`config.mk`:
```
export PLATFORM = sky130hd
export DESIGN_NAME = awd_timer
export DESIGN_NICKNAME = d
export VERILOG_FILES = /design/src/rtl/awd_timer.sv
export SDC_FILE = /design/constraint.sdc
export NUM_CORES = 1
export LEC_CHECK = 0
export ABC_AREA = 0
export BUFFER_PORTS_ARGS = -buffer_cell sky130_fd_sc_hd__buf_4
export CORE_AREA = 3 3 40 42
export DETAILED_ROUTE_END_ITERATION = 16
export DIE_AREA = 0 0 43 45
export PLACE_DENSITY = 0.83
export SLEW_MARGIN = 20
export SYNTH_ARGS = -nofsm -noshare
export SYNTH_HDL_FRONTEND = slang
export SYNTH_SLANG_ARGS = --single-unit
```
`constraint.sdc`:
```
create_clock -name clk -period 2.4 [get_ports clk]
set_clock_uncertainty 0.15 [all_clocks]
set_input_delay 0.12 -clock clk [delete_from_list [all_inputs] [get_ports clk]]
set_output_delay 0.12 -clock clk [all_outputs]
set_load 0.03 [all_outputs]
```
`src/rtl/awd_timer.sv`:
```
module awd_timer #(
  parameter int FAST_TICKS = 10,
  parameter int SLOW_TICKS = 20,
  parameter logic [7:0] REG_ADDR = 8'h0A
) (
  input  logic       clk,
  input  logic       rst_n,
  input  logic       tick,
  input  logic       run_mode,
  input  logic       wr,
  input  logic [7:0] addr,
  input  logic [7:0] wdata,
  output logic [7:0] rdata,
  output logic       rst_req
);
  localparam int MAXT = (SLOW_TICKS > FAST_TICKS) ? SLOW_TICKS : FAST_TICKS;
  localparam int CW   = $clog2(MAXT) + 1;

  logic          en_q, rate_q;
  logic [CW-1:0] cnt;
  logic [CW-1:0] last;
  logic          hit, counting;

  assign hit      = wr && (addr == REG_ADDR);
  assign last     = rate_q ? CW'(FAST_TICKS - 1) : CW'(SLOW_TICKS - 1);
  assign counting = en_q && run_mode && tick;
  assign rdata    = (addr == REG_ADDR) ? {5'b0, en_q, 1'b0, rate_q} : 8'h00;

  always_ff @(posedge clk) begin
    if (!rst_n) begin
      en_q    <= 1'b0;
      rate_q  <= 1'b0;
      cnt     <= '0;
      rst_req <= 1'b0;
    end else begin
      rst_req <= 1'b0;
      if (hit) begin
        rate_q <= wdata[0];
        if (wdata[2]) en_q <= 1'b1;
      end
      if (hit && wdata[1]) begin
        cnt <= '0;
      end else if (counting) begin
        if (cnt >= last) begin
          cnt     <= '0;
          rst_req <= 1'b1;
        end else begin
          cnt <= cnt + 1'b1;
        end
      end
    end
  end
endmodule


```
==> out/metrics.cfg, run 1 <==
[global_routing]
grt_pass1_vias=486
track_usage_pct=15.7
grt_pass1_wl_mm=2.19
grt_max_degree=8
grt_overflow=0
antenna_found_initial=0

[clock_network]
cts_tree=done
path_clk_slew_ns=0.07
clk_latency_ns=0.27
max-clock-path-buffers=2
clockRootBuffer=clkbuf_4
cts-buffers-inserted=3
cts_sinks=9
cts_setup_buffers=0
htreeDepth=1

[timing]
worst_pin_slew_ns=0.497
rsz0062_at_grt=no
setup_violations=0
tns_ns=0
finalCritPeriodShare_pct=90.6
fin_crit_ns=2.18
drv_slew=0
relSlewSlack_pct=66.4
timing.fmax_ghz=0.460
hold_viol=0

[power_and_ir_drop]
seq_power_share_pct=47.6
internal-power_mw=0.234
p_clk_share_pct=38.9
power_frac_comb_pct=13.5
leakage_nw=0.363
powerDensity_mw_per_mm2=417
vdd_drop_max_mv=0.240
power.share.switching_pct=25.4
power_switching_mw=0.0798

[run]
drv_cap=0

[finish]
layout-drive-gt1-share_pct=31.3
multiInputGateArea_um2=325
layout.nets=109
regArea_um2=180
fin_util_pct=58.6
layout-area-overhead-vs-synth_pct=42.0
antennaDiodeCount=0
fill_cells=112

[synth]
ys_seq_area_share_pct=34.0
synth_cell_types=24
synth_top_area_share_pct=34.0
syn_area_um2=531
syn_avg_cell_area_um2=9.31
synth_area_leaders=dfxtp_1 (34%), ha_1 (9.4%), buf_4 (8.5%), xor2_1 (6.6%), nor2_1 (5.7%)
synth_warnings=0
yosys.area.top_type=dfxtp_1
synth_seq_cells=9
synthesis.instances=57

[floorplan]
start_util_pct=41.3
core_mm2=0.00128
die-area_mm2=0.00194
die_w_um=43
die_h_um=45
row_count=13
io_pins=30

[worst_hold_path]
holdCritStartpoint=wdata[1]
holdPathStages=3
hold_class=in2reg
holdPathEnd=rst_req

[worst_setup_path]
cp.required_ns=2.46
critPathArrivalTime_ns=2.24
endpoint_kind=register
cp-start-kind=primary input
r2r-end=rate_q
reg2reg_depth=6
critPathKind=in2reg
timing.rr.start=rate_q
rrSetupSlack_ns=0.32
path_max_fanout=5

[routing]
viasPerCell=4.97
drt_pass1_iterations=4
drc=0
detail-route-antenna-nets=0
totalWireLength_mm=1.36
vias=487
detail_route.wl_per_cell_um=13.9
drt_iter0_drc=6

[placement]
portBuffers=18
place_hpwl_um=908
gp_congestion=0.743

[run_status]
status=finished clean

-- state kept, by name, summed over array words and instances, names as in the netlist --
name     cells
en_q         1
cnt          6
rst_req      1
rate_q       1
-- routing by layer --
metal / up-vias / track usage [%] / share of wire, %
met5: - / 0 / 0
met1: 229 / 16.6 / 38
met3: 2 / 3.59 / 4.4
met4: 0 / 9.04 / 1.0
met2: 14 / 28.7 / 57
li1: 242 / - / -
-- logic make-up (layout without fill, tap and decap cells) --
kind of cell             Yosys count  in the layout  share of synthesized area (%)
AND/OR/NAND/NOR                   20             20                           20.1
flip-flops                         9              9                           34.0
buffers and inverters              9             30                           10.6
AO/OA/AOI/OAI                      8              8                           15.1
XOR/XNOR                           5              5                           8.25
adder cells (fa/ha/maj)            4              4                           9.43
other                              1              6                          0.707
multiplexers                       1              1                           1.89
-- cell usage in the layout, fill, tap and decap left out --
| cell | instances |
|---|---|
| ha_1 | 4 |
| a211o_1 | 1 |
| xor2_1 | 4 |
| nor4bb_2 | 1 |
| xnor2_1 | 1 |
| a41oi_1 | 1 |
| nor4_2 | 1 |
| and2_1 | 1 |
| nor3b_1 | 1 |
| and3_2 | 1 |
| clkbuf_1 | 1 |
| nand2_1 | 2 |
| nor2_1 | 8 |
| o21ai_2 | 1 |
| o31ai_1 | 1 |
| inv_1 | 2 |
| mux2i_1 | 1 |
| buf_4 | 18 |
| a31oi_1 | 3 |
| clkbuf_4 | 3 |
| dlygate4sd3_1 | 6 |
| and3_1 | 3 |
| conb_1 | 6 |
| nand4_1 | 2 |
| a2111oi_4 | 1 |
| dfxtp_1 | 9 |
-- power groups by stage --
stage	clock network, mW	registers (mW)	logic [mW]
global placement	0	0.153	0.0365
finish	0.122	0.149	0.0424
CTS	0.121	0.149	0.0398
detailed placement	0	0.153	0.0369
global route	0.132	0.149	0.0457
floorplan	0	0.153	0.0247
-- per-stage QoR --
stage	worst slack, ns	instance area, um2	instances	total power, mW	hold WS, ns
floorplan	0.663	549	62	0.177	0.120
global placement	0.577	654	88	0.189	0.220
detailed placement	0.540	654	88	0.190	0.224
CTS	0.142	741	98	0.311	0.0921
global route	0.109	753	98	0.327	0.110
finish	0.225	753	98	0.314	0.0878
-- critical path, cell delays in order --
cell and delay (ns):
buf_4 0.11, nor4bb_2 0.50, and2_1 0.22, a31oi_1 0.08, dlygate4sd3_1 0.55, nor2_1 0.10, dlygate4sd3_1 0.56
-- repair_timing --
| item | in CTS | in global routing |
|---|---|---|
| hold endpoints to repair | 2 | 0 |
| endpoints found under the setup margin | 0 | 2 |
| gates resized for setup | 0 | 2 |
| hold buffers | 6 | 0 |
-- cell type report --
type / count / area share, %
Clock buffer: 4 / 3.49
Inverter: 2 / 0.997
Multi-Input combinational cell: 44 / 43.2
Sequential cell: 9 / 23.9
Tap cell: 15 / 2.49
Timing Repair Buffer: 24 / 25.9
-- Yosys cell counts, drive strengths merged --
cell / number
mux2i: 1
nor4bb: 1
nor4: 1
o21ai: 1
nand4: 2
xor2: 4
conb: 1
and2: 1
clkbuf: 1
a31oi: 3
nor3b: 1
nor2: 8
nand2: 2
buf: 6
a211o: 1
o31ai: 1
a41oi: 1
dfxtp: 9
a2111oi: 1
inv: 2
ha: 4
and3: 4
xnor2: 1
-- worst max-delay path by stage --
stage,start,end,cells after the start
after global routing,addr[0],en_q,7
after global placement,rate_q,cnt[4],5
final,addr[0],rate_q,7
after detailed placement,rate_q,cnt[4],5
after CTS,addr[0],rate_q,7
after floorplan,rate_q,cnt[0],5
No activity file was read; power rests on OpenSTA's default activity.
==> run 2, diff against run 1 <==
--- a/config.mk
+++ b/config.mk
@@ -10,6 +10,7 @@
 export CORE_AREA = 3 3 40 42
 export DETAILED_ROUTE_END_ITERATION = 16
 export DIE_AREA = 0 0 43 45
+export GPL_TIMING_DRIVEN = 0
 export PLACE_DENSITY = 0.83
 export SLEW_MARGIN = 20
 export SYNTH_ARGS = -nofsm -noshare
==> run 2 against run 1 <==
Effect of this change:
- via count rose by 0.82%
- combinational power rose by 18%
- critical path depth did not move
- core utilization rose by 3.8 points
- worst setup slack improved by 0.049 ns
- cell area rose by 6.5%
- sequential power barely moved
- sequential cell count did not move
- highest routed layer unchanged
==> out/metrics.cfg, run 2 (synthesized netlist as in run 1, its figures left out) <==
[worst_setup_path]
critPathArrivalTime_ns=2.13  ; -0.11 ns
path_max_fanout=5  ; unchanged
cp_cell_sequence=buf_4 > nor4bb_2 > a31oi_1 > a31oi_1 > dlygate4sd3_1 > nor2_1 > dlygate4sd3_1
critPathKind=in2reg
cp.required_ns=2.40  ; -0.06 ns
cp-start-kind=primary input
slowest_stage=dlygate4sd3_1
max_stage_delay_ns=0.56  ; about the same
endpoint_kind=register
rrSetupSlack_ns=0.32  ; about the same

[routing]
vias=491  ; +0.82%
viasPerCell=4.68  ; -5.9%
detail_route.wl_per_cell_um=11.5  ; -17%
drt_iter0_drc=7  ; +1
drt_pass1_iterations=4  ; unchanged
drc=0  ; unchanged
detail-route-antenna-nets=0  ; unchanged
totalWireLength_mm=1.21  ; -11%

[finish]
top_register=cnt
layout_common_cells=buf_4 (24), dfxtp_1 (9), nor2_1 (8)
antennaDiodeCount=0  ; unchanged
fin_util_pct=62.4  ; +3.8 points
layout.nets=116  ; +6.4%
largest_reg_flops=6  ; unchanged
regArea_um2=180  ; unchanged
layout-drive-gt1-share_pct=35.6  ; +4.2 points
fill_cells=113  ; +0.89%
final_common_cell=buf_4
final_area_um2=802  ; +6.5%
multiInputGateArea_um2=325  ; unchanged
layout-area-overhead-vs-synth_pct=51.2

[global_routing]
antenna_found_initial=0  ; unchanged
track_usage_pct=14.0  ; -1.7 points
grt_pass1_vias=484  ; -0.41%
grt_max_degree=8  ; unchanged
grt_pass1_wl_mm=1.97  ; -10%
grt_overflow=0  ; unchanged

[floorplan]
row_count=13  ; unchanged
die-area_mm2=0.00194  ; unchanged
core_mm2=0.00128  ; unchanged
die_w_um=43  ; unchanged
io_pins=30  ; unchanged
start_util_pct=41.3  ; unchanged
die_h_um=45  ; unchanged

[worst_hold_path]
hold_class=in2reg

[power_and_ir_drop]
leakage_nw=0.397  ; +9.4%
powerDensity_mw_per_mm2=394  ; -5.3%
vdd_drop_max_mv=0.308  ; +28%

[placement]
place_hpwl_um=846  ; -6.9%
portBuffers=18  ; unchanged
pre_cts_ws_ns=0.542  ; +0.00224 ns
gp_congestion=0.719  ; -3.2%
placed_cell_area_um2=703  ; +7.5%

[timing]
hold_slack_ns=0.0978  ; +0.0100 ns
drv_slew=0  ; unchanged
hold_viol=0  ; unchanged
finalCritPeriodShare_pct=88.6  ; -2.0 points
tns_ns=0  ; unchanged
setup_violations=0  ; unchanged
fin_crit_ns=2.13  ; -0.0489 ns
timing.fmax_ghz=0.470  ; +2.3%
rsz0062_at_grt=no
setup_slack_ns=0.274  ; +0.0489 ns

[clock_network]
clk_latency_ns=0.26  ; about the same
cts_sinks=9  ; unchanged
path_clk_slew_ns=0.06  ; about the same
cts-buffers-inserted=3  ; unchanged
clockRootBuffer=clkbuf_4
htreeDepth=1  ; unchanged
cts_tree=done
max-clock-path-buffers=2  ; unchanged

[run_status]
status=finished clean

[run]
drv_cap=0  ; unchanged

run 2: worst paths after layout:
kind	from	end	cells past startpoint
worst max register to register	rate_q	rate_q	6
worst max-delay path	addr[0]	rate_q	7
worst min register to register	cnt[4]	cnt[4]	2
worst min-delay path	wdata[1]	rst_req	3
run 2: cell type report:
type                    count  area share (%)
well taps                  15            2.34
plain buffers               7            6.08
multi-input cells          44            40.6
clock buffers               4            3.28
inverters                   2           0.936
flip-flops and latches      9            22.5
repair buffers             24            24.3
run 2: what timing repair did:
item	in CTS	in global routing
setup endpoints to repair	0	2
setup buffers	0	0
hold buffers	6	0
gates resized for setup	0	2
hold endpoints to repair	2	0
run 2: power by group:
part | switching (mW) | leakage [nW] | total (mW) | internal, mW
sequential | 0.0000491 | 0.0724 | 0.149 | 0.149
clock | 0.0527 | 0.0150 | 0.117 | 0.0640
combinational | 0.0230 | 0.309 | 0.0501 | 0.0270
run 2: routing by layer:
| metal | part of all wire, % | vias up | track usage [%] | routed length (um) |
|---|---|---|---|---|
| li1 | - | 255 | - | - |
| met1 | 39 | 222 | 14.6 | 476 |
| met2 | 54 | 9 | 25.1 | 647 |
| met3 | 4.0 | 5 | 2.39 | 48 |
| met4 | 3.0 | 0 | 10.8 | 36 |
| met5 | 0 | - | 0 | 0 |
run 2: metrics by stage:
step,std cells,power [mW]
2_1_floorplan,62,0.177
3_3_place_gp,95,0.197
3_5_place_dp,95,0.197
4_1_cts,105,0.320
5_1_grt,105,0.333
6_report,105,0.316
run 2: worst max-delay path, delay by kind of cell:
| kind | cells | cell delay (ns) |
|---|---|---|
| simple gates | 2 | 0.49 |
| buf+inv | 3 | 1.23 |
| compound gates | 2 | 0.28 |
==> run 3, diff against run 2 <==
==> constraint.sdc (replaced) <==
create_clock -name clk -period 2.6 [get_ports clk]
set_clock_uncertainty 0.15 [all_clocks]
set_input_delay 0.13 -clock clk [delete_from_list [all_inputs] [get_ports clk]]
set_output_delay 0.13 -clock clk [all_outputs]
set_load 0.03 [all_outputs]
==> run 3 against run 2 <==
Effect of this change:
- via count is 2.2% higher
- count of clock-buffer cells in the layout stayed put
- sequential power shrank 7%
- combinational power down 11%
==> out/metrics.cfg, run 3 (synthesized netlist as in run 1, its figures left out) <==
[run_status]
status=finished clean

[timing]
hold_viol=0  ; unchanged
drv_slew=0  ; unchanged
setup_violations=0  ; unchanged
rsz0062_at_grt=no
finalCritPeriodShare_pct=87.5
fin_crit_ns=2.27
tns_ns=0  ; unchanged
relSlewSlack_pct=58.7
worst_pin_slew_ns=0.611
timing.fmax_ghz=0.440

[clock_network]
cts-buffers-inserted=3  ; unchanged
clk_latency_ns=0.26  ; about the same
htreeDepth=1  ; unchanged
clockRootBuffer=clkbuf_4
path_clk_slew_ns=0.06  ; about the same
cts_tree=done
cts_sinks=9  ; unchanged
max-clock-path-buffers=2  ; unchanged
cts_resized=0  ; unchanged

[finish]
antennaDiodeCount=0  ; unchanged
layout_common_cells=buf_4 (24), dfxtp_1 (9), nor2_1 (8)
top_register=cnt
final_area_um2=790  ; -1.6%
layout-drive-gt1-share_pct=33.3  ; -2.2 points
largest_reg_flops=6  ; unchanged
layout.nets=116  ; unchanged
final_common_cell=buf_4
layout-area-overhead-vs-synth_pct=48.8

[floorplan]
io_pins=30  ; unchanged
core_mm2=0.00128  ; unchanged
die-area_mm2=0.00194  ; unchanged
start_util_pct=41.3  ; unchanged
die_w_um=43  ; unchanged
row_count=13  ; unchanged
die_h_um=45  ; unchanged

[power_and_ir_drop]
vdd_drop_max_mv=0.284  ; -7.5%
powerDensity_mw_per_mm2=368  ; -6.6%
leakage_nw=0.396  ; -0.24%
p_total_mw=0.291  ; -8.1%

[worst_setup_path]
endpoint_kind=register
rrSetupSlack_ns=0.53  ; +0.21 ns
reg2reg_depth=6  ; unchanged
critPathArrivalTime_ns=2.28  ; +0.15 ns
path_max_fanout=5  ; unchanged
r2r-end=rate_q
timing.rr.start=rate_q
cp-start-kind=primary input
cp.required_ns=2.60  ; +0.20 ns
critPathKind=in2reg

[placement]
placed_cell_area_um2=703  ; unchanged
portBuffers=18  ; unchanged
place_hpwl_um=846  ; unchanged
gp_congestion=0.719  ; unchanged

[routing]
viasPerCell=4.78  ; +2.2%
drt_iter0_drc=7  ; unchanged
vias=502  ; +2.2%
detail-route-antenna-nets=0  ; unchanged
detail_route.wl_per_cell_um=11.3  ; -1.5%
drc=0  ; unchanged
totalWireLength_mm=1.19  ; -1.5%
drt_pass1_iterations=4  ; unchanged

[run]
drv_cap=0  ; unchanged

[worst_hold_path]
hold_class=in2reg
holdPathEnd=rst_req
holdPathStages=3  ; unchanged
holdCritStartpoint=wdata[1]

[global_routing]
grt_pass1_wl_mm=1.97  ; unchanged
antenna_found_initial=0  ; unchanged
grt_max_degree=8  ; unchanged
grt_overflow=0  ; unchanged
grt_pass1_vias=484  ; unchanged
track_usage_pct=14.0  ; unchanged

[run 3: cell counts in the layout (fill, tap and decap cells not counted)]
Identical to the previous run, type by type.
[run 3: metrics by stage]
step | util (%) | hold WS [ns] | setup slack [ns] | cells
final | 61.4 | 0.107 | 0.325 | 105
after global routing | 61.4 | 0.129 | 0.143 | 105
after CTS | 61.4 | 0.102 | 0.371 | 105
after detailed placement | 54.7 | 0.230 | 0.742 | 95
after global placement | 54.7 | 0.228 | 0.773 | 95
after floorplan | - | 0.130 | 0.863 | 62
[run 3: area by class of cell]
type / instances / area [um2]
clock buffers: 4 / 26.3
flip-flops and latches: 9 / 180
multi-input cells: 44 / 313
plain buffers: 7 / 48.8
well taps: 15 / 18.8
fillers: 114 / 495
inverters: 2 / 7.51
repair buffers: 24 / 195
[run 3: how the worst max path moves through the flow]
stage                        from      to  cells past startpoint
final                     addr[0]  rate_q                      7
after global routing      addr[5]  rate_q                      7
after CTS                 addr[0]  rate_q                      7
after detailed placement   rate_q  cnt[0]                      5
after global placement     rate_q  cnt[4]                      5
after floorplan            rate_q  cnt[0]                      5
[run 3: repair_timing]
action | CTS | global route
buffers inserted | 0 | 0
hold endpoints to repair | 2 | 0
setup endpoints to repair | 0 | 0
hold buffers | 6 | 0
[run 3: worst max-delay path, cell delays in order]
cell,delay [ns]
buf_4,0.11
nor4bb_1,0.56
a31oi_1,0.16
a31oi_1,0.16
dlygate4sd3_1,0.56
nor2_1,0.04
dlygate4sd3_1,0.56
[run 3: routing by layer]
| layer | share of wire [%] | global-route usage, % | up-vias |
|---|---|---|---|
| li1 | - | - | 256 |
| met1 | 38 | 14.6 | 230 |
| met2 | 55 | 25.1 | 11 |
| met3 | 4.8 | 2.39 | 5 |
| met4 | 3.0 | 10.8 | 0 |
| met5 | 0 | 0 | - |
[run 3: power breakdown]
group,switching (mW),internal [mW]
sequential,0.0000426,0.138
clock,0.0491,0.0591
combinational,0.0203,0.0242
